[config.mk]
export PLATFORM = sky130hd
export DESIGN_NAME = ifetch_queue
export DESIGN_NICKNAME = d
export VERILOG_FILES = /design/src/rtl/ifq_pkg.sv /design/src/rtl/ifq_store.sv /design/src/rtl/ifq_fetch.sv /design/src/rtl/ifetch_queue.sv
export SDC_FILE = /design/constraint.sdc
export NUM_CORES = 1
export LEC_CHECK = 0
export CAP_MARGIN = 40
export CORE_UTILIZATION = 40
export CTS_CLUSTER_DIAMETER = 30
export DETAILED_ROUTE_END_ITERATION = 10
export SYNTH_ARGS = -nofsm -noshare
export SYNTH_HDL_FRONTEND = slang
export SYNTH_SLANG_ARGS = --single-unit
[constraint.sdc]
create_clock -name clk_i -period 7.97 [get_ports clk_i]
set_input_delay 1.594 -clock clk_i [delete_from_list [all_inputs] [get_ports clk_i]]
set_output_delay 1.594 -clock clk_i [all_outputs]
set_load 0.02 [all_outputs]
[src/rtl/ifq_pkg.sv]
`timescale 1ns/1ps
package ifq_pkg;
  typedef logic [7:0] byte_t;

  // bytes handed to the store in one cycle, b0 first
  typedef struct packed {
    logic [1:0] n;
    byte_t      b0;
    byte_t      b1;
  } ifq_wr_t;
endpackage

[src/rtl/ifq_store.sv]
`timescale 1ns/1ps
module ifq_store
  import ifq_pkg::*;
#(
  parameter int unsigned DEPTH = 6,
  localparam int unsigned PW = $clog2(DEPTH),
  localparam int unsigned CW = $clog2(DEPTH + 1)
) (
  input  logic          clk_i,
  input  logic          rst_ni,
  input  logic          flush_i,
  input  ifq_wr_t       wr_i,
  input  logic          pop_i,
  output logic [CW-1:0] count_o,
  output byte_t         head_o
);

  byte_t          mem_q [DEPTH];
  logic [PW-1:0]  wptr_q, rptr_q;
  logic [CW-1:0]  count_q;

  function automatic logic [PW-1:0] nxt(input logic [PW-1:0] p);
    return (p == PW'(DEPTH - 1)) ? '0 : p + 1'b1;
  endfunction

  always_ff @(posedge clk_i) begin
    if (wr_i.n != 2'd0) mem_q[wptr_q] <= wr_i.b0;
    if (wr_i.n == 2'd2) mem_q[nxt(wptr_q)] <= wr_i.b1;
  end

  always_ff @(posedge clk_i or negedge rst_ni) begin
    if (!rst_ni) begin
      wptr_q  <= '0;
      rptr_q  <= '0;
      count_q <= '0;
    end else if (flush_i) begin
      wptr_q  <= '0;
      rptr_q  <= '0;
      count_q <= '0;
    end else begin
      if (wr_i.n == 2'd2)      wptr_q <= nxt(nxt(wptr_q));
      else if (wr_i.n == 2'd1) wptr_q <= nxt(wptr_q);
      if (pop_i) rptr_q <= nxt(rptr_q);
      count_q <= count_q + CW'(wr_i.n) - CW'(pop_i);
    end
  end

  assign count_o = count_q;
  assign head_o  = mem_q[rptr_q];

  p_no_overflow_r1: assert property (@(posedge clk_i) disable iff (!rst_ni)
    count_q <= CW'(DEPTH));

  p_flush_empty_r5: assert property (@(posedge clk_i) disable iff (!rst_ni)
    flush_i |=> count_q == '0);

endmodule

[src/rtl/ifq_fetch.sv]
`timescale 1ns/1ps
module ifq_fetch #(
  parameter int unsigned DEPTH = 6,
  parameter int unsigned AW = 20,
  parameter logic [AW-1:0] RST_ADDR = '0,
  localparam int unsigned CW = $clog2(DEPTH + 1)
) (
  input  logic          clk_i,
  input  logic          rst_ni,
  input  logic          flush_i,
  input  logic [AW-1:0] flush_addr_i,
  input  logic [CW-1:0] count_i,
  output logic          req_o,
  output logic [AW-1:0] addr_o,
  input  logic          gnt_i,
  input  logic          rvalid_i,
  output logic          accept_o,
  output logic          skip_o
);

  logic [AW-2:0] ptr_q;   // word index
  logic          skip_q;  // odd restart: drop low byte of next word
  logic          pend_q;  // fetch outstanding
  logic          drop_q;  // outstanding fetch is stale

  assign req_o    = !pend_q && !flush_i && (count_i <= CW'(DEPTH - 2));
  assign addr_o   = {ptr_q, 1'b0};
  assign accept_o = rvalid_i && pend_q && !drop_q && !flush_i;
  assign skip_o   = skip_q;

  always_ff @(posedge clk_i or negedge rst_ni) begin
    if (!rst_ni) begin
      ptr_q  <= RST_ADDR[AW-1:1];
      skip_q <= RST_ADDR[0];
      pend_q <= 1'b0;
      drop_q <= 1'b0;
    end else if (flush_i) begin
      ptr_q  <= flush_addr_i[AW-1:1];
      skip_q <= flush_addr_i[0];
      pend_q <= pend_q && !rvalid_i;
      drop_q <= pend_q && !rvalid_i;
    end else begin
      if (req_o && gnt_i) pend_q <= 1'b1;
      if (rvalid_i && pend_q) begin
        pend_q <= 1'b0;
        drop_q <= 1'b0;
        if (!drop_q) begin
          ptr_q  <= ptr_q + 1'b1;
          skip_q <= 1'b0;
        end
      end
    end
  end

  p_req_hold_r10: assert property (@(posedge clk_i) disable iff (!rst_ni)
    (req_o && !gnt_i) |=> (flush_i || req_o) && $stable(addr_o));

  p_ptr_step_r7: assert property (@(posedge clk_i) disable iff (!rst_ni)
    accept_o |=> addr_o == $past(addr_o) + AW'(2));

  p_stale_drop_r8: assert property (@(posedge clk_i) disable iff (!rst_ni)
    (pend_q && flush_i && !rvalid_i) |=> !accept_o && !req_o);

  p_even_addr_r2: assert property (@(posedge clk_i) disable iff (!rst_ni)
    !addr_o[0]);

endmodule

[src/rtl/ifetch_queue.sv]
`timescale 1ns/1ps
module ifetch_queue
  import ifq_pkg::*;
#(
  parameter int unsigned DEPTH = 6,
  parameter int unsigned AW = 20,
  parameter logic [AW-1:0] RST_ADDR = '0
) (
  input  logic          clk_i,
  input  logic          rst_ni,
  input  logic          flush_i,
  input  logic [AW-1:0] flush_addr_i,
  output logic          fetch_req_o,
  output logic [AW-1:0] fetch_addr_o,
  input  logic          fetch_gnt_i,
  input  logic          fetch_rvalid_i,
  input  logic [15:0]   fetch_rdata_i,
  output logic          byte_valid_o,
  output logic [7:0]    byte_o,
  input  logic          byte_rd_i
);

  localparam int unsigned CW = $clog2(DEPTH + 1);

  logic [CW-1:0] cnt;
  logic          accept, skip, empty, pop, take_byp;
  byte_t         head, in_b0, in_hi;
  ifq_wr_t       wr;

  ifq_fetch #(.DEPTH(DEPTH), .AW(AW), .RST_ADDR(RST_ADDR)) u_fetch (
    .clk_i        (clk_i),
    .rst_ni       (rst_ni),
    .flush_i      (flush_i),
    .flush_addr_i (flush_addr_i),
    .count_i      (cnt),
    .req_o        (fetch_req_o),
    .addr_o       (fetch_addr_o),
    .gnt_i        (fetch_gnt_i),
    .rvalid_i     (fetch_rvalid_i),
    .accept_o     (accept),
    .skip_o       (skip)
  );

  assign in_hi    = fetch_rdata_i[15:8];
  assign in_b0    = skip ? in_hi : fetch_rdata_i[7:0];
  assign empty    = (cnt == '0);
  assign byte_valid_o = !flush_i && (!empty || accept);
  assign byte_o   = empty ? in_b0 : head;
  assign pop      = byte_rd_i && byte_valid_o;
  assign take_byp = pop && empty;

  always_comb begin
    wr = '0;
    if (accept) begin
      if (take_byp) begin
        wr.n  = skip ? 2'd0 : 2'd1;
        wr.b0 = in_hi;
      end else begin
        wr.n  = skip ? 2'd1 : 2'd2;
        wr.b0 = in_b0;
        wr.b1 = in_hi;
      end
    end
  end

  ifq_store #(.DEPTH(DEPTH)) u_store (
    .clk_i   (clk_i),
    .rst_ni  (rst_ni),
    .flush_i (flush_i),
    .wr_i    (wr),
    .pop_i   (pop && !empty),
    .count_o (cnt),
    .head_o  (head)
  );

  p_empty_rd_r9: assert property (@(posedge clk_i) disable iff (!rst_ni)
    (byte_rd_i && empty && !accept) |=> cnt == '0);

  p_bypass_offer_r4: assert property (@(posedge clk_i) disable iff (!rst_ni)
    (empty && fetch_rvalid_i && $past(fetch_req_o && fetch_gnt_i) && !flush_i && !$past(flush_i))
      |-> byte_valid_o);

endmodule

**Word level (Yosys, flattened, before mapping)**

Memory sizes are Yosys's and may differ from the RTL's.
Cells that the tools add are included.
W data, S select, Z words.

- Bits in writable memories: 48
- Bits of input ports: 42
- Logic and storage cells: 76
- Register bits after elaboration: 31
- Memories kept: 1

Memories:

| name | depth | width | read ports | clocked after memory_dff | wr ports | RTL line | RTL |
|---|---|---|---|---|---|---|---|
| u_store.mem_q | 6 | 8 | 1 | 0 | 2 | ifq_store.sv:18 | `byte_t mem_q [DEPTH];` |

- Mux-type cells: 31
- $lt $le $gt $ge: 1
- Reductions and logical operators: 24
- Equal/unequal tests: 6
- Add/sub/neg operators: 6

Operators with widths:

| kind | number |
|---|---|
| $mux W19 | 3 |
| $mux W3 | 9 |
| $mux W8 | 3 |
| $add A19 B1 Y19 const B | 1 |
| $mux W18 | 1 |
| $mux W1 | 13 |
| $logic_and A1 B1 Y1 | 11 |
| $mux W10 | 1 |
| $add A3 B1 Y3 const B | 3 |
| $eq A3 B3 Y1 const B | 3 |
| $reduce_bool A2 Y1 | 3 |
| $reduce_bool A3 Y1 | 2 |
| $logic_not A1 Y1 | 5 |
| $add A3 B2 Y3 | 1 |
| $le A3 B3 Y1 const B | 1 |
| $logic_not A3 Y1 | 1 |
| $sub A3 B1 Y3 | 1 |
| $eq A2 B1 Y1 const B | 1 |
| $eq A2 B2 Y1 const B | 1 |
| $mux W2 | 1 |
| $ne A2 B2 Y1 const B | 1 |
| $reduce_and A2 Y1 | 1 |
| $logic_or A1 B1 Y1 | 1 |

**Longest topological paths before layout**

- Depth after elaboration: 13
- Mapped depth: 13
- Mapped depth without buffers: 12

**Modules after synthesis**

From an unflattened synthesis, not the netlist that was laid out.

- Cells, all modules: 432
- Area total of the unflattened synthesis: 4858.4 um^2

Modules (own cells, without submodules):

| module | instances | area an instance (um^2) | cells an instance | sequential area each (um^2) |
|---|---|---|---|---|
| ifq_store | 1 | 3040.4 | 193 | 1666.6 |
| ifq_fetch | 1 | 1242.4 | 140 | 550.5 |
| ifetch_queue | 1 | 575.6 | 99 | 0.0 |

**Least setup slack after synthesis**

OpenSTA, ideal clock, no wires.

- Kind: input to register
- From: in fetch_rvalid_i
- To: mem u_store.mem_q[4][0] (netlist name) (enable)
- Setup slack: 3.948 ns
- Data arrival time: 3.652 ns
- Stages on the path: 9
- Path through: nand3b_1 -> nor3_4 -> inv_1 -> ha_1 -> nand2b_1 -> clkbuf_1 -> nor3_2 -> a21oi_1 -> nor2_1

RTL lines:

| what | RTL line | RTL |
|---|---|---|
| start, declared | ifetch_queue.sv:16 | `input logic fetch_rvalid_i,` |
| end, declared | ifq_store.sv:18 |  |

**Worst setup path after layout**

- From: in flush_i
- To: out fetch_req_o

- Word-level cells in the longest chain between the ends: 3

Ends and longest elaborated chain:

| what | RTL line | RTL |
|---|---|---|
| start, declared | ifetch_queue.sv:11 | `input logic flush_i,` |
| $logic_not A1 Y1 | ifq_fetch.sv:26 | `assign req_o = !pend_q && !flush_i && (count_i <= CW'(DEPTH - 2));` |
| $logic_and A1 B1 Y1 (2 in series) | ifq_fetch.sv:26 |  |
| end, declared | ifetch_queue.sv:13 | `output logic fetch_req_o,` |

No other way between the ends.

==> qor.csv <==
stage,metric,value,unit
grt,antenna_found_initial,0,
yosys,synth_seq_area_share,45.68,%
grt,grt_pass1_vias,4177,
floorplanning,die_height,112.2,µm
timing,finalMaxSlewViolations,0,
timing,finalHoldViolations,0,
drt,wl_per_cell,20.84,µm
grt,grt_pass1_wl,22550,µm
cells_and_area,fill_cells,1084,
setup_path,crit_type,input pin to output port,
power_and_ir_drop,swShare,32.80,%
power_and_ir_drop,p_per_area,219.2,nW/µm²
drt,top_layer,met4,
setup_path,regToRegStartpoint,u_store.count_o[1],
timing,max_slew_margin,36.14,%
drt,wirelength_met1,6278,µm
yosys,ys_async_sr_fraction,39.24,%
power_and_ir_drop,leakagePower,2.093,nW
setup_path,r2r-end,u_store.mem_q[4][7],
timing,rsz0062_at_grt,no,
grt,grt_max_degree,54,
setup_path,cp_top_family,buffers and inverters,
placed_design,io_buffers,70,
cells_and_area,fin_nets,598,
yosys,synthCells,498,
floorplanning,dieArea,12580,µm²
cells_and_area,final-seq-area,2217,µm²
setup_path,crit_path_max_incr_delay,540,ps
yosys,synthesis.area,4853,µm²
setup_path,crit_slowest_cell,clkdlybuf4s50_1,
setup_path,crit_chain,clkdlybuf4s50_1 > buf_4 > inv_1 > and3_1 > clkdlybuf4s50_1,
run_status,violations,DRC,
yosys,synth_cell_types,57,
yosys,synth_ff_type,edfxtp_1,
setup_path,start_kind,input pin,
flow_run,maxCapViolations,0,
setup_path,cp-end-kind,output port,
power_and_ir_drop,seqPwrFrac,37.2,%
timing,min_period,5113,ps
timing,tightestPinTransition,952.6,ps
min_path,min_path_cells,3,
setup_path,cpMostUsedCell,clkdlybuf4s50_1,
power_and_ir_drop,combPwrFrac,31.2,%
drt,wl_met3,1281,µm
drt,drt_iter0_drc,447,
setup_path,worstPathBufferInverterCount,4,
setup_path,regToRegSetupSlack,3980,ps
timing,fin_skew,14.61,ps
drt,met2_length,6572,µm
timing,fin_crit_sh,64.15,%
yosys,synth.largest_area_cell,edfxtp_1,
clock_tree,cts-resized-gates,0,
yosys,synth_seq_cells,79,
clock_tree,clockBufferDepth,2,
clock_tree,cts-buffers-inserted,9,
min_path,min_from,u_fetch.ptr_q[18],
clock_tree,cts_max_level,3,
yosys,synth_common_cells,"nand2_1, edfxtp_1, dfrtp_1",
yosys,ys_warn_count,0,
clock_tree,clk_latency,350,ps
floorplanning,fp.dieW,112.2,µm
clock_tree,post_cts_buffers,0,
run_status,status,"complete, but fails checks",
power_and_ir_drop,max-vdd-ir-drop,146.9,µV
clock_tree,clock-root-buffer,clkbuf_16,
floorplanning,io_pins,72,
drt,drc,2,
setup_path,crit_required,6380,ps
power_and_ir_drop,power.switching,0.0004270,W
timing,setup-violations-final,0,
cells_and_area,syn2layout_area_growth,22.38,%
drt,vias,4317,
yosys,avgSynthCellArea,9.746,µm²
yosys,synth.top_cell.area_share,29.70,%
yosys,synth-edff-count,48,
clock_tree,clock-sinks,79,
yosys,post_synth_main_area_contributors,"edfxtp_1, dfrtp_1, nand2_1, a22oi_1, mux4_2",
setup_path,crit_arrival,3520,ps
drt,routed_via_density,6.185,
setup_path,crit_fanout,53,
drt,drt-total-wl,14550,µm
cells_and_area,final_area,5939,µm²
drt,ant_nets,0,
floorplanning,start_util,41.79,%
power_and_ir_drop,p_int,0.0008747,W
setup_path,crit_cells,5,
placed_design,placed_area,5643,µm²
placed_design,place.gp.congestion,0.9075,
clock_tree,cts_tree,done,
yosys,synth_most_common_cell,nand2_1,
grt,globalRouteTotalUtil,24.02,%
placed_design,hpwlAfterDp,10110,µm
floorplanning,core.rowCount,39,
cells_and_area,multi_input_area,2419,µm²
clock_tree,cts_hold_buf,0,
floorplanning,fp.coreArea,11610,µm²
timing,fmax,195.6,MHz
cells_and_area,antenna_cells,0,
yosys,synthesis.nets,546,
grt,overflow,0,
clock_tree,path_clk_slew,60,ps
cells_and_area,layout-drive-gt1-share,8.288,%
setup_path,worst_r2r_path_depth,8,
drt,first_pass_iters,8,
min_path,worstHoldPathType,register to register,
timing,fin_tns_setup,0,ps
power_and_ir_drop,p_clk_share,31.5,%
min_path,holdPathEnd,u_fetch.ptr_q[18],
cell type report:
type,count,area share [%]
inverter,16,1.011
multi-input combinational,364,40.72
clock buffer,11,3.918
timing repair buffer,80,13.02
tap,143,3.012
clock inverter,5,0.9901
sequential,79,37.33
worst max path at each step:
stage | from | endpoint | slack (ps)
2_1_floorplan | fetch_rvalid_i | u_store.mem_q[4][0] | 3950
3_3_place_gp | fetch_rvalid_i | u_store.mem_q[4][1] | 2820
3_5_place_dp | fetch_rvalid_i | u_store.mem_q[4][1] | 2710
4_1_cts | flush_i | fetch_req_o | 2830
5_1_grt | flush_i | fetch_req_o | 2690
6_report | flush_i | fetch_req_o | 2860
layer usage:
layer	track usage, %	vias to the layer above
li1	-	2004
met5	0	-
met1	32.60	2074
met2	35.40	207
met3	7.073	32
met4	11.11	0
worst register-to-register path, delay by kind of cell (launching register included):
family | cells | cell delay [ps]
AND/OR/NAND/NOR | 5 | 2630
flip-flops | 1 | 400
adder cells (fa/ha/maj) | 1 | 380
AO/OA/AOI/OAI | 1 | 120
buffers and inverters | 1 | 80
flip-flops by register name (all words and copies together), names as in the netlist:
register,flops
u_fetch.drop_q,1
u_store.rptr_q,3
u_fetch.skip_o,1
u_store.wptr_q,3
u_fetch.ptr_q,19
u_store.mem_q,48
u_store.count_o,3
u_fetch.pend_q,1
logic make-up (layout without fill, tap and decap cells):
logic type,count (synthesis),in the layout,share of synthesized area (%)
AOI/OAI and AO/OA,160,160,21.55
xor gates and xnor gates,14,14,2.526
adders and majority gates,6,6,1.701
buffers and inverters,55,112,4.589
DFF,79,79,45.68
muxes,20,20,6.187
other,1,1,0.07727
and+or+nand+nor,163,163,17.68
stage by stage:
step                std cells  hold WS [ps]  total power, W  utilization, %  setup WS (ps)
floorplan                 498         570.5       0.0007374               -           3948
global placement          680         579.4       0.0008932           48.52           2820
detailed placement        681         582.6       0.0008973           48.59           2711
CTS                       697         600.8        0.001308           51.10           2833
global route              698         635.9        0.001361           51.14           2693
finish                    698         594.8        0.001302           51.14           2857
power by group through the flow:
stage                     clock network [W]  logic, W  registers (W)
after floorplan                           0  0.000248       0.000489
after global placement                    0  0.000402       0.000491
after detailed placement                  0  0.000404       0.000493
after CTS                          0.000417  0.000405       0.000485
after global routing               0.000435  0.000438       0.000488
final                              0.000410  0.000406       0.000485
cell usage in the layout, fill, tap and decap left out, types with 4 or more instances in the layout:
cell type	n
nor2b_1	12
a22oi_1	25
ha_1	5
a31oi_1	14
clkbuf_16	9
nand4_1	7
xor2_1	4
mux2i_1	12
nor4_1	4
nand2_1	55
inv_1	16
and3_1	8
mux4_2	8
o21ai_0	30
nor2_1	23
nor3_1	7
o22ai_1	24
a21oi_1	24
nand3_1	25
xnor2_1	10
a22o_1	8
buf_4	9
dfrtp_1	31
clkdlybuf4s50_1	70
o211ai_1	15
edfxtp_1	48
Power figures use the tool's default switching activity.
